**config.mk**
```make
export PLATFORM = sky130hd
export DESIGN_NAME = ts_packet_sync
export DESIGN_NICKNAME = d
export VERILOG_FILES = /design/src/rtl/ts_sync_pkg.sv /design/src/rtl/ts_edge_sample.sv /design/src/rtl/ts_byte_assembler.sv /design/src/rtl/ts_lock_tracker.sv /design/src/rtl/ts_packet_sync.sv
export SDC_FILE = /design/constraint.sdc
export NUM_CORES = 1
export LEC_CHECK = 0
export ABC_AREA = 1
export BUFFER_PORTS_ARGS = -buffer_cell sky130_fd_sc_hd__buf_4
export CORE_UTILIZATION = 64
export CTS_BUF_LIST = sky130_fd_sc_hd__clkbuf_4
export CTS_CLUSTER_SIZE = 30
export DETAILED_ROUTE_END_ITERATION = 10
export GPL_ROUTABILITY_DRIVEN = 1
export PLACE_DENSITY = 0.88
export REMOVE_ABC_BUFFERS = 1
export SYNTH_ARGS = -nofsm -noshare
export SYNTH_HDL_FRONTEND = slang
export SYNTH_HIERARCHICAL = 1
export SYNTH_SLANG_ARGS = --single-unit
```
**constraint.sdc**
```tcl
create_clock -name clk -period 4 [get_ports clk]
set_input_delay 0.2 -clock clk [delete_from_list [all_inputs] [get_ports clk]]
set_output_delay 0.2 -clock clk [all_outputs]
set_load 0.05 [all_outputs]
```
**src/rtl/ts_sync_pkg.sv**
```systemverilog
// Shared types for the transport stream synchronizer.
package ts_sync_pkg;
    localparam int BYTE_W = 8;

    typedef enum logic {
        ST_HUNT = 1'b0,
        ST_LOCK = 1'b1
    } sync_state_t;
endpackage

```
**src/rtl/ts_edge_sample.sv**
```systemverilog
// Samples the port clock, valid and data into the system clock domain
// and flags the selected capture edge.
// Assumes: the port clock is slower than clk / 2, and data is stable
// for at least one clk cycle around the capture edge.
module ts_edge_sample #(
    parameter int DATA_W = 8
) (
    input  logic              clk,
    input  logic              rst_n,
    input  logic              cfg_clk_inv,
    input  logic              ts_clk,
    input  logic              ts_valid,
    input  logic [DATA_W-1:0] ts_data,
    output logic              cap_evt,
    output logic              cap_valid,
    output logic [DATA_W-1:0] cap_data
);
    logic pclk_q;
    logic pclk_d;

    // Register the port signals once, and keep the prior port-clock level.
    always_ff @(posedge clk) begin
        if (!rst_n) begin
            pclk_q    <= 1'b0;
            pclk_d    <= 1'b0;
            cap_valid <= 1'b0;
            cap_data  <= '0;
        end else begin
            pclk_q    <= ts_clk;
            pclk_d    <= pclk_q;
            cap_valid <= ts_valid;
            cap_data  <= ts_data;
        end
    end

    // Pick the capture edge and qualify it with valid.
    always_comb begin
        if (cfg_clk_inv)
            cap_evt = ~pclk_q & pclk_d & cap_valid;
        else
            cap_evt = pclk_q & ~pclk_d & cap_valid;
    end
endmodule

```
**src/rtl/ts_byte_assembler.sv**
```systemverilog
// Turns capture events into a byte stream. In byte-wide mode each
// event is one byte. In serial mode each event is one bit from lane
// SER_LANE, and bits are assembled MSB first into a byte.
// Assumes: cfg_serial is static while running. A sampled cycle with
// valid low restarts the serial bit count.
module ts_byte_assembler #(
    parameter int DATA_W   = 8,
    parameter int SER_LANE = 0
) (
    input  logic              clk,
    input  logic              rst_n,
    input  logic              cfg_serial,
    input  logic              cap_evt,
    input  logic              cap_valid,
    input  logic [DATA_W-1:0] cap_data,
    output logic              byte_vld,
    output logic [DATA_W-1:0] byte_data
);
    localparam int BIT_CNT_W = $clog2(DATA_W);

    logic [DATA_W-2:0]    shreg;
    logic [BIT_CNT_W-1:0] bit_cnt;
    logic                 ser_bit;

    assign ser_bit = cap_data[SER_LANE];

    // Produce one registered byte per completed word.
    always_ff @(posedge clk) begin
        if (!rst_n) begin
            byte_vld  <= 1'b0;
            byte_data <= '0;
            shreg     <= '0;
            bit_cnt   <= '0;
        end else begin
            byte_vld <= 1'b0;
            if (!cfg_serial) begin
                bit_cnt <= '0;
                if (cap_evt) begin
                    byte_vld  <= 1'b1;
                    byte_data <= cap_data;
                end
            end else if (!cap_valid) begin
                bit_cnt <= '0;
            end else if (cap_evt) begin
                shreg <= {shreg[DATA_W-3:0], ser_bit};
                if (bit_cnt == BIT_CNT_W'(DATA_W - 1)) begin
                    bit_cnt   <= '0;
                    byte_vld  <= 1'b1;
                    byte_data <= {shreg, ser_bit};
                end else begin
                    bit_cnt <= bit_cnt + 1'b1;
                end
            end
        end
    end
endmodule

```
**src/rtl/ts_lock_tracker.sv**
```systemverilog
// Searches the byte stream for the sync token at packet spacing,
// holds lock with miss tolerance, and emits framed packets.
// Assumes: cfg_pkt_len, cfg_lock_thr and cfg_drop_thr are at least 1
// and static while running.
module ts_lock_tracker
    import ts_sync_pkg::*;
#(
    parameter int LEN_W = 8,
    parameter int THR_W = 4,
    parameter int CNT_W = 8
) (
    input  logic              clk,
    input  logic              rst_n,
    input  logic [BYTE_W-1:0] cfg_token,
    input  logic [LEN_W-1:0]  cfg_pkt_len,
    input  logic [THR_W-1:0]  cfg_lock_thr,
    input  logic [THR_W-1:0]  cfg_drop_thr,
    input  logic              byte_vld,
    input  logic [BYTE_W-1:0] byte_data,
    output logic              out_valid,
    output logic [BYTE_W-1:0] out_data,
    output logic              out_sop,
    output logic              out_eop,
    output logic              locked,
    output logic [CNT_W-1:0]  lost_count
);
    sync_state_t        state;
    logic               have_cand;
    logic [LEN_W-1:0]   pos;
    logic [LEN_W-1:0]   pos_adv;
    logic [THR_W-1:0]   hits;
    logic [THR_W-1:0]   misses;
    logic [THR_W:0]     hits_inc;
    logic [THR_W:0]     misses_inc;
    logic               is_token;
    logic               at_start;
    logic               at_last;

    // Next position in the packet, and the per-byte decode terms.
    always_comb begin
        at_last    = (pos == cfg_pkt_len - 1'b1);
        at_start   = (pos == '0);
        pos_adv    = at_last ? '0 : pos + 1'b1;
        is_token   = (byte_data == cfg_token);
        hits_inc   = {1'b0, hits} + 1'b1;
        misses_inc = {1'b0, misses} + 1'b1;
    end

    assign locked = (state == ST_LOCK);

    // Hunt/lock state machine with registered packet output.
    always_ff @(posedge clk) begin
        if (!rst_n) begin
            state      <= ST_HUNT;
            have_cand  <= 1'b0;
            pos        <= '0;
            hits       <= '0;
            misses     <= '0;
            lost_count <= '0;
            out_valid  <= 1'b0;
            out_sop    <= 1'b0;
            out_eop    <= 1'b0;
            out_data   <= '0;
        end else begin
            out_valid <= 1'b0;
            out_sop   <= 1'b0;
            out_eop   <= 1'b0;
            if (byte_vld) begin
                out_data <= byte_data;
                if (state == ST_HUNT) begin
                    if (!have_cand) begin
                        if (is_token) begin
                            pos <= (cfg_pkt_len == 1) ? '0 : LEN_W'(1);
                            if (cfg_lock_thr <= 1) begin
                                state     <= ST_LOCK;
                                misses    <= '0;
                                out_valid <= 1'b1;
                                out_sop   <= 1'b1;
                                out_eop   <= (cfg_pkt_len == 1);
                            end else begin
                                have_cand <= 1'b1;
                                hits      <= THR_W'(1);
                            end
                        end
                    end else if (at_start) begin
                        if (is_token) begin
                            pos <= pos_adv;
                            if (hits_inc >= {1'b0, cfg_lock_thr}) begin
                                state     <= ST_LOCK;
                                have_cand <= 1'b0;
                                misses    <= '0;
                                out_valid <= 1'b1;
                                out_sop   <= 1'b1;
                                out_eop   <= at_last;
                            end else begin
                                hits <= hits_inc[THR_W-1:0];
                            end
                        end else begin
                            have_cand <= 1'b0;
                        end
                    end else begin
                        pos <= pos_adv;
                    end
                end else begin
                    if (at_start && !is_token &&
                        misses_inc >= {1'b0, cfg_drop_thr}) begin
                        state      <= ST_HUNT;
                        have_cand  <= 1'b0;
                        pos        <= '0;
                        lost_count <= lost_count + 1'b1;
                    end else begin
                        if (at_start)
                            misses <= is_token ? '0 : misses_inc[THR_W-1:0];
                        pos       <= pos_adv;
                        out_valid <= 1'b1;
                        out_sop   <= at_start;
                        out_eop   <= at_last;
                    end
                end
            end
        end
    end
endmodule

```
**src/rtl/ts_packet_sync.sv**
```systemverilog
// Transport stream packet synchronizer top: edge sampling, byte
// assembly, then sync search and framed output.
// Assumes: the configuration is static while rst_n is high.
module ts_packet_sync
    import ts_sync_pkg::*;
#(
    parameter int LEN_W    = 8,
    parameter int THR_W    = 4,
    parameter int CNT_W    = 8,
    parameter int SER_LANE = 0
) (
    input  logic              clk,
    input  logic              rst_n,
    input  logic              cfg_serial,
    input  logic              cfg_clk_inv,
    input  logic [7:0]        cfg_token,
    input  logic [LEN_W-1:0]  cfg_pkt_len,
    input  logic [THR_W-1:0]  cfg_lock_thr,
    input  logic [THR_W-1:0]  cfg_drop_thr,
    input  logic              ts_clk,
    input  logic              ts_valid,
    input  logic [7:0]        ts_data,
    output logic              out_valid,
    output logic [7:0]        out_data,
    output logic              out_sop,
    output logic              out_eop,
    output logic              locked,
    output logic [CNT_W-1:0]  lost_count
);
    logic              cap_evt;
    logic              cap_valid;
    logic [BYTE_W-1:0] cap_data;
    logic              byte_vld;
    logic [BYTE_W-1:0] byte_data;

    ts_edge_sample #(.DATA_W(BYTE_W)) u_sample (
        .clk        (clk),
        .rst_n      (rst_n),
        .cfg_clk_inv(cfg_clk_inv),
        .ts_clk     (ts_clk),
        .ts_valid   (ts_valid),
        .ts_data    (ts_data),
        .cap_evt    (cap_evt),
        .cap_valid  (cap_valid),
        .cap_data   (cap_data)
    );

    ts_byte_assembler #(.DATA_W(BYTE_W), .SER_LANE(SER_LANE)) u_asm (
        .clk       (clk),
        .rst_n     (rst_n),
        .cfg_serial(cfg_serial),
        .cap_evt   (cap_evt),
        .cap_valid (cap_valid),
        .cap_data  (cap_data),
        .byte_vld  (byte_vld),
        .byte_data (byte_data)
    );

    ts_lock_tracker #(.LEN_W(LEN_W), .THR_W(THR_W), .CNT_W(CNT_W)) u_track (
        .clk         (clk),
        .rst_n       (rst_n),
        .cfg_token   (cfg_token),
        .cfg_pkt_len (cfg_pkt_len),
        .cfg_lock_thr(cfg_lock_thr),
        .cfg_drop_thr(cfg_drop_thr),
        .byte_vld    (byte_vld),
        .byte_data   (byte_data),
        .out_valid   (out_valid),
        .out_data    (out_data),
        .out_sop     (out_sop),
        .out_eop     (out_eop),
        .locked      (locked),
        .lost_count  (lost_count)
    );
endmodule

```
After elaboration in Yosys (flattened, before gate mapping)
Cells that the tools add are included.
{"block": "word_totals", "elab_cells": 128, "register_bits": 67, "inputBits": 38, "output_inout_bits": 20}
{"block": "op_classes", "eq_ne": 15, "n_bitwise": 7, "add_sub_neg": 6, "magnitude_cmp": 3, "n_reduce_logical": 17, "mux": 62}
{"cell": "$mux W8", "n": 12}
{"cell": "$mux W4", "n": 16}
{"cell": "$mux W1", "n": 33}
{"cell": "$add A8 B1 Y8 const B", "n": 2}
{"cell": "$eq A8 B8 Y1", "n": 2}
{"cell": "$ne A2 B2 Y1 const B", "n": 6}
{"cell": "$reduce_and A3 Y1", "n": 4}
{"cell": "$add A4 B1 Y5 const B", "n": 2}
{"cell": "$ge A5 B4 Y1", "n": 2}
{"cell": "$eq A8 B1 Y1 const B", "n": 1}
{"cell": "$logic_not A8 Y1", "n": 1}
{"cell": "$sub A8 B1 Y8 const B", "n": 1}
{"cell": "$reduce_and A7 Y1", "n": 1}
{"cell": "$ne A2 B1 Y1 const B", "n": 3}
{"cell": "$reduce_and A6 Y1", "n": 1}
{"cell": "$reduce_bool A3 Y1", "n": 2}
{"cell": "$and A1 B1 Y1", "n": 4}
{"cell": "$le A4 B1 Y1 const B", "n": 1}
{"cell": "$reduce_and A2 Y1", "n": 2}
{"cell": "$reduce_and A4 Y1", "n": 1}
{"cell": "$reduce_bool A2 Y1", "n": 2}
{"cell": "$add A3 B1 Y3 const B", "n": 1}
{"cell": "$eq A3 B3 Y1 const B", "n": 1}
{"cell": "$mux W3", "n": 1}
{"cell": "other kinds (5)", "n": 8}

Logic depth before layout (Yosys ltp)
{"block": "logic_depth", "ltp_word": 7, "depth_mapped": 15, "mapped_depth_nobuf": 15}

Hierarchy
Netlist, hierarchy kept.
{"module": "ts_lock_tracker", "area_per_inst_um2": 2621.3, "n_inst": 1, "cells_each": 401, "seq_area_each_um2": 740.7}
{"module": "ts_byte_assembler", "area_per_inst_um2": 904.6, "n_inst": 1, "cells_each": 126, "seq_area_each_um2": 380.4}
{"module": "ts_edge_sample", "area_per_inst_um2": 340.3, "n_inst": 1, "cells_each": 42, "seq_area_each_um2": 220.2}

Least setup slack after synthesis
OpenSTA, ideal clock, no wires.
{"block": "synth_path", "path_kind": "register to register", "from": "reg u_track.hits[0]", "to": "reg u_track.misses[0]", "setup_slack_ns": 2.021, "period_less_slack_ns": 1.979, "path_stages_with_launch": 14, "setup_ns": 0.110, "required_time_ns": 3.890, "path_buffers": 0, "arrival_ns": 1.869, "path_cell_list": "dfxtp_1 > ha_1 > xor2_1 > ha_1 > nand2_1 > nand2_1 > nand3_1 > nand4_1 > nand2_1 > nand3_1 > nand3_2 > nand2_1 > inv_1 > nor2_1"}
{"block": "synth_via", "elab_chain_len": 4}
{"element": "from (decl)", "line_no": "ts_lock_tracker.sv:31", "rtl": "logic [THR_W-1:0] hits;"}
{"element": "from (signal assigned)", "line_no": "ts_lock_tracker.sv:96", "rtl": "hits <= hits_inc[THR_W-1:0];"}
{"element": "$add A4 B1 Y5", "line_no": "ts_lock_tracker.sv:45", "rtl": "hits_inc = {1'b0, hits} + 1'b1;"}
{"element": "$ge A5 B4 Y1", "line_no": "ts_lock_tracker.sv:88", "rtl": "if (hits_inc >= {1'b0, cfg_lock_thr}) begin"}
{"element": "$ne A3 B2 Y1 (no source line)"}
{"element": "$reduce_and A7 Y1 (no source line)"}
{"element": "to (signal assigned)", "line_no": "ts_lock_tracker.sv:113", "rtl": "misses <= is_token ? '0 : misses_inc[THR_W-1:0];"}
{"element": "to (decl)", "line_no": "ts_lock_tracker.sv:32", "rtl": "logic [THR_W-1:0] misses;"}
No other way between the ends.
A chain may end at the register's enable or synchronous reset.

Final worst setup path
{"block": "layout_path", "from": "reg u_track.hits[0]", "to": "reg u_track.misses[1]"}
Same word-level chain as after synthesis.

==> results.ini <==
[synthesis]
synth-edff-count = 0
yosysTopAreaCellShare_pct = 34.7
yosysUniqueCellTypes = 33
ys_top_cells_by_area = dfxtp_1 (35%), nand2_1 (15%), inv_1 (8.0%), nor2_1 (6.1%), nand3_1 (5.6%)
yosysSeqAreaShare_pct = 34.7
avgSynthCellArea_um2 = 6.79
yosysTopAreaCell = dfxtp_1
syn-instance-count = 569
ys_warn_count = 6
yosys_most_used_dff = dfxtp_1
synth-async-reset-ratio_pct = 0
ys_seq_elements = 67
netlist_area_um2 = 3870

[clock_tree]
cts_tree = done
path_clk_slew_ns = 0.11
cts_sinks = 67
numCtsBuffers = 9
htree_num_levels = 3
root_buffer = clkbuf_4
post_cts_buffers = 0
clock_latency_ns = 0.41
clock_path_buffers = 2

[route]
drc_errors = 0
drt_iter0_drc = 272
dr_total_vias = 3826
routed_wl_mm = 8.71
ant_nets = 0
vias_per_cell = 5.39
firstDrtPassIters = 5
wl_per_cell_um = 12.3

[setup_path]
critical_path.most_common_cell = nand2_1
cp-start-kind = flop
worstSetupEndpointType = flop
worstSetupPathType = flop to flop
cp.buffers_inverters = 1
crit_path_max_fanout = 8
cp_data_required_time_ns = 4.31
slowest_stage = dfxtp_1
cpLargestDelayFamily = simple AND/OR/NAND/NOR gates
cp_slowest_stage_delay_ns = 0.45
crit_chain = ha_1 > xor2_1 > ha_1 > nand2_1 > nand2_1 > nand3_1 > nand4_1 > nand2_1 > nand3_1 > nand3_2 > nand2_1 > inv_1 > nor2_1
crit_arrival_ns = 2.70

[final_layout]
final_nets = 690
layout_commonest_cell = nand2_1
layout-drive-gt1-share_pct = 16.6
final_cell_mix = nand2_1 (159), inv_1 (82), dfxtp_1 (67)
area_growth_pct = 16.9
antennaDiodeCount = 0
stdcell_area_um2 = 4520
instances_no_fill = 710

[sta]
setup_viol = 0
timing.fmax_mhz = 419
period_share_pct = 59.6
fin_crit_ns = 2.39
hold_slack_ns = 0.192
worst-slew-pin-transition_ns = 0.572
fin_ws_ns = 1.61
rsz0062_at_grt = false
hold_viol_final = 0
maxSlewHeadroom_pct = 61.8
skew_ns = 0.0131
tns_ns = 0
slew_viol_final = 0

[placed_design]
dp_hpwl_mm = 6.09
placement.io_buffers = 57
place.gp.congestion = 0.861
pre_cts_ws_ns = 1.67
dp_cells = 686
place_area_um2 = 4300

[pwr]
p_leak_nw = 2.26
peakVddDrop_uv = 188
p_per_area_nw_per_um2 = 269

[run_status]
status = complete, no violations

[job]
maxCapViolCount = 0

[floorplan]
ios = 58
die_h_um = 79.7
row_count = 27
die_area_um2 = 6360
coreArea_um2 = 5680
die_w_um = 79.7
initial_core_util_pct = 68.1

[global_route]
grt_pass1_wl_mm = 14.6
track_usage_pct = 29.5
grt_pass1_vias = 3447
antenna_found_initial = 0
grt_start_max_net_pins = 47
grt-ovfl-total = 0

[worst_hold_path]
min_path_type = primary input to flop

## flip-flops by register name, indices dropped and copies added, names as in the netlist
| register | count |
|---|---|
| u_track/out_data | 8 |
| u_asm/byte_vld | 1 |
| u_asm/shreg | 7 |
| u_track/locked | 1 |
| u_asm/byte_data | 8 |
| u_sample/cap_data | 8 |
| u_sample/pclk_q | 1 |
| u_track/out_sop | 1 |
| u_track/have_cand | 1 |
| u_track/pos | 8 |
| u_sample/cap_valid | 1 |
| u_track/misses | 4 |
| u_track/lost_count | 8 |
| u_track/out_eop | 1 |
| u_track/out_valid | 1 |
| u_track/hits | 4 |
| u_sample/pclk_d | 1 |
| u_asm/bit_cnt | 3 |
## layer usage
metal  GRT usage (%)  vias up  share of wire, %
met1            34.8     1751                43
met4            13.1        0               2.3
met3            5.71       22               5.7
met2            51.3      145                49
li1                -     1908                 -
met5               0        -                 0
## cell usage after synthesis, types with 6 or more instances
master and instances:
a21oi_1 23, dfxtp_1 67, ha_1 17, inv_1 82, nand2_1 159, nand2_2 9
nand3_1 43, nand4_1 22, nor2_1 63, nor2_2 6, o21ai_0 11, xnor2_1 15
xor2_1 11
## tightest hold or removal path: stages
cell and delay, ns:
buf_4 0.19, nand4_1 0.11, a21oi_1 0.06
## cell type report
class	count	area, um2
Sequential cell	67	1340
Fill cell	421	1150
Multi-Input combinational cell	399	2090
Clock buffer	10	75.1
Tap cell	72	90.1
Timing Repair Buffer	68	536
Inverter	90	342
Clock inverter	4	43.8
## where the power goes
part	switching (W)	internal [W]
clock	0.000233	0.000187
combinational	0.0000610	0.0000547
sequential	0.00000630	0.000675
## logic make-up (layout without fill, tap and decap cells)
family	count (synthesis)	count (layout)	share of synthesized area, %
AOI/OAI and AO/OA	36	36	4.76
xor gates and xnor gates	26	26	5.89
adders and majority gates	17	17	5.50
buffers and inverters	103	172	11.2
DFF	67	67	34.7
and+or+nand+nor	320	320	38.0
## final timing paths
check,start,endpoint,slack [ns],depth (start not counted)
min,cfg_serial,u_asm/shreg[2],0.19,3
min reg2reg,u_sample/pclk_q,u_sample/pclk_d,0.46,2
max,u_track/hits[0],u_track/misses[1],1.61,13
max reg2reg,u_track/hits[0],u_track/misses[1],1.61,13
## through the flow
stage                     utilization [%]  power, W
after floorplan                         -  0.000749
after global placement               75.8  0.000798
after detailed placement             75.8  0.000802
after CTS                            79.7   0.00122
after global routing                 79.7   0.00127
final                                79.7   0.00122
## timing repair
action	CTS	global route
hold endpoints to repair	10	0
resized for setup	0	0
hold buffers	10	0
Note: power is estimated with default switching activity, not from simulation.
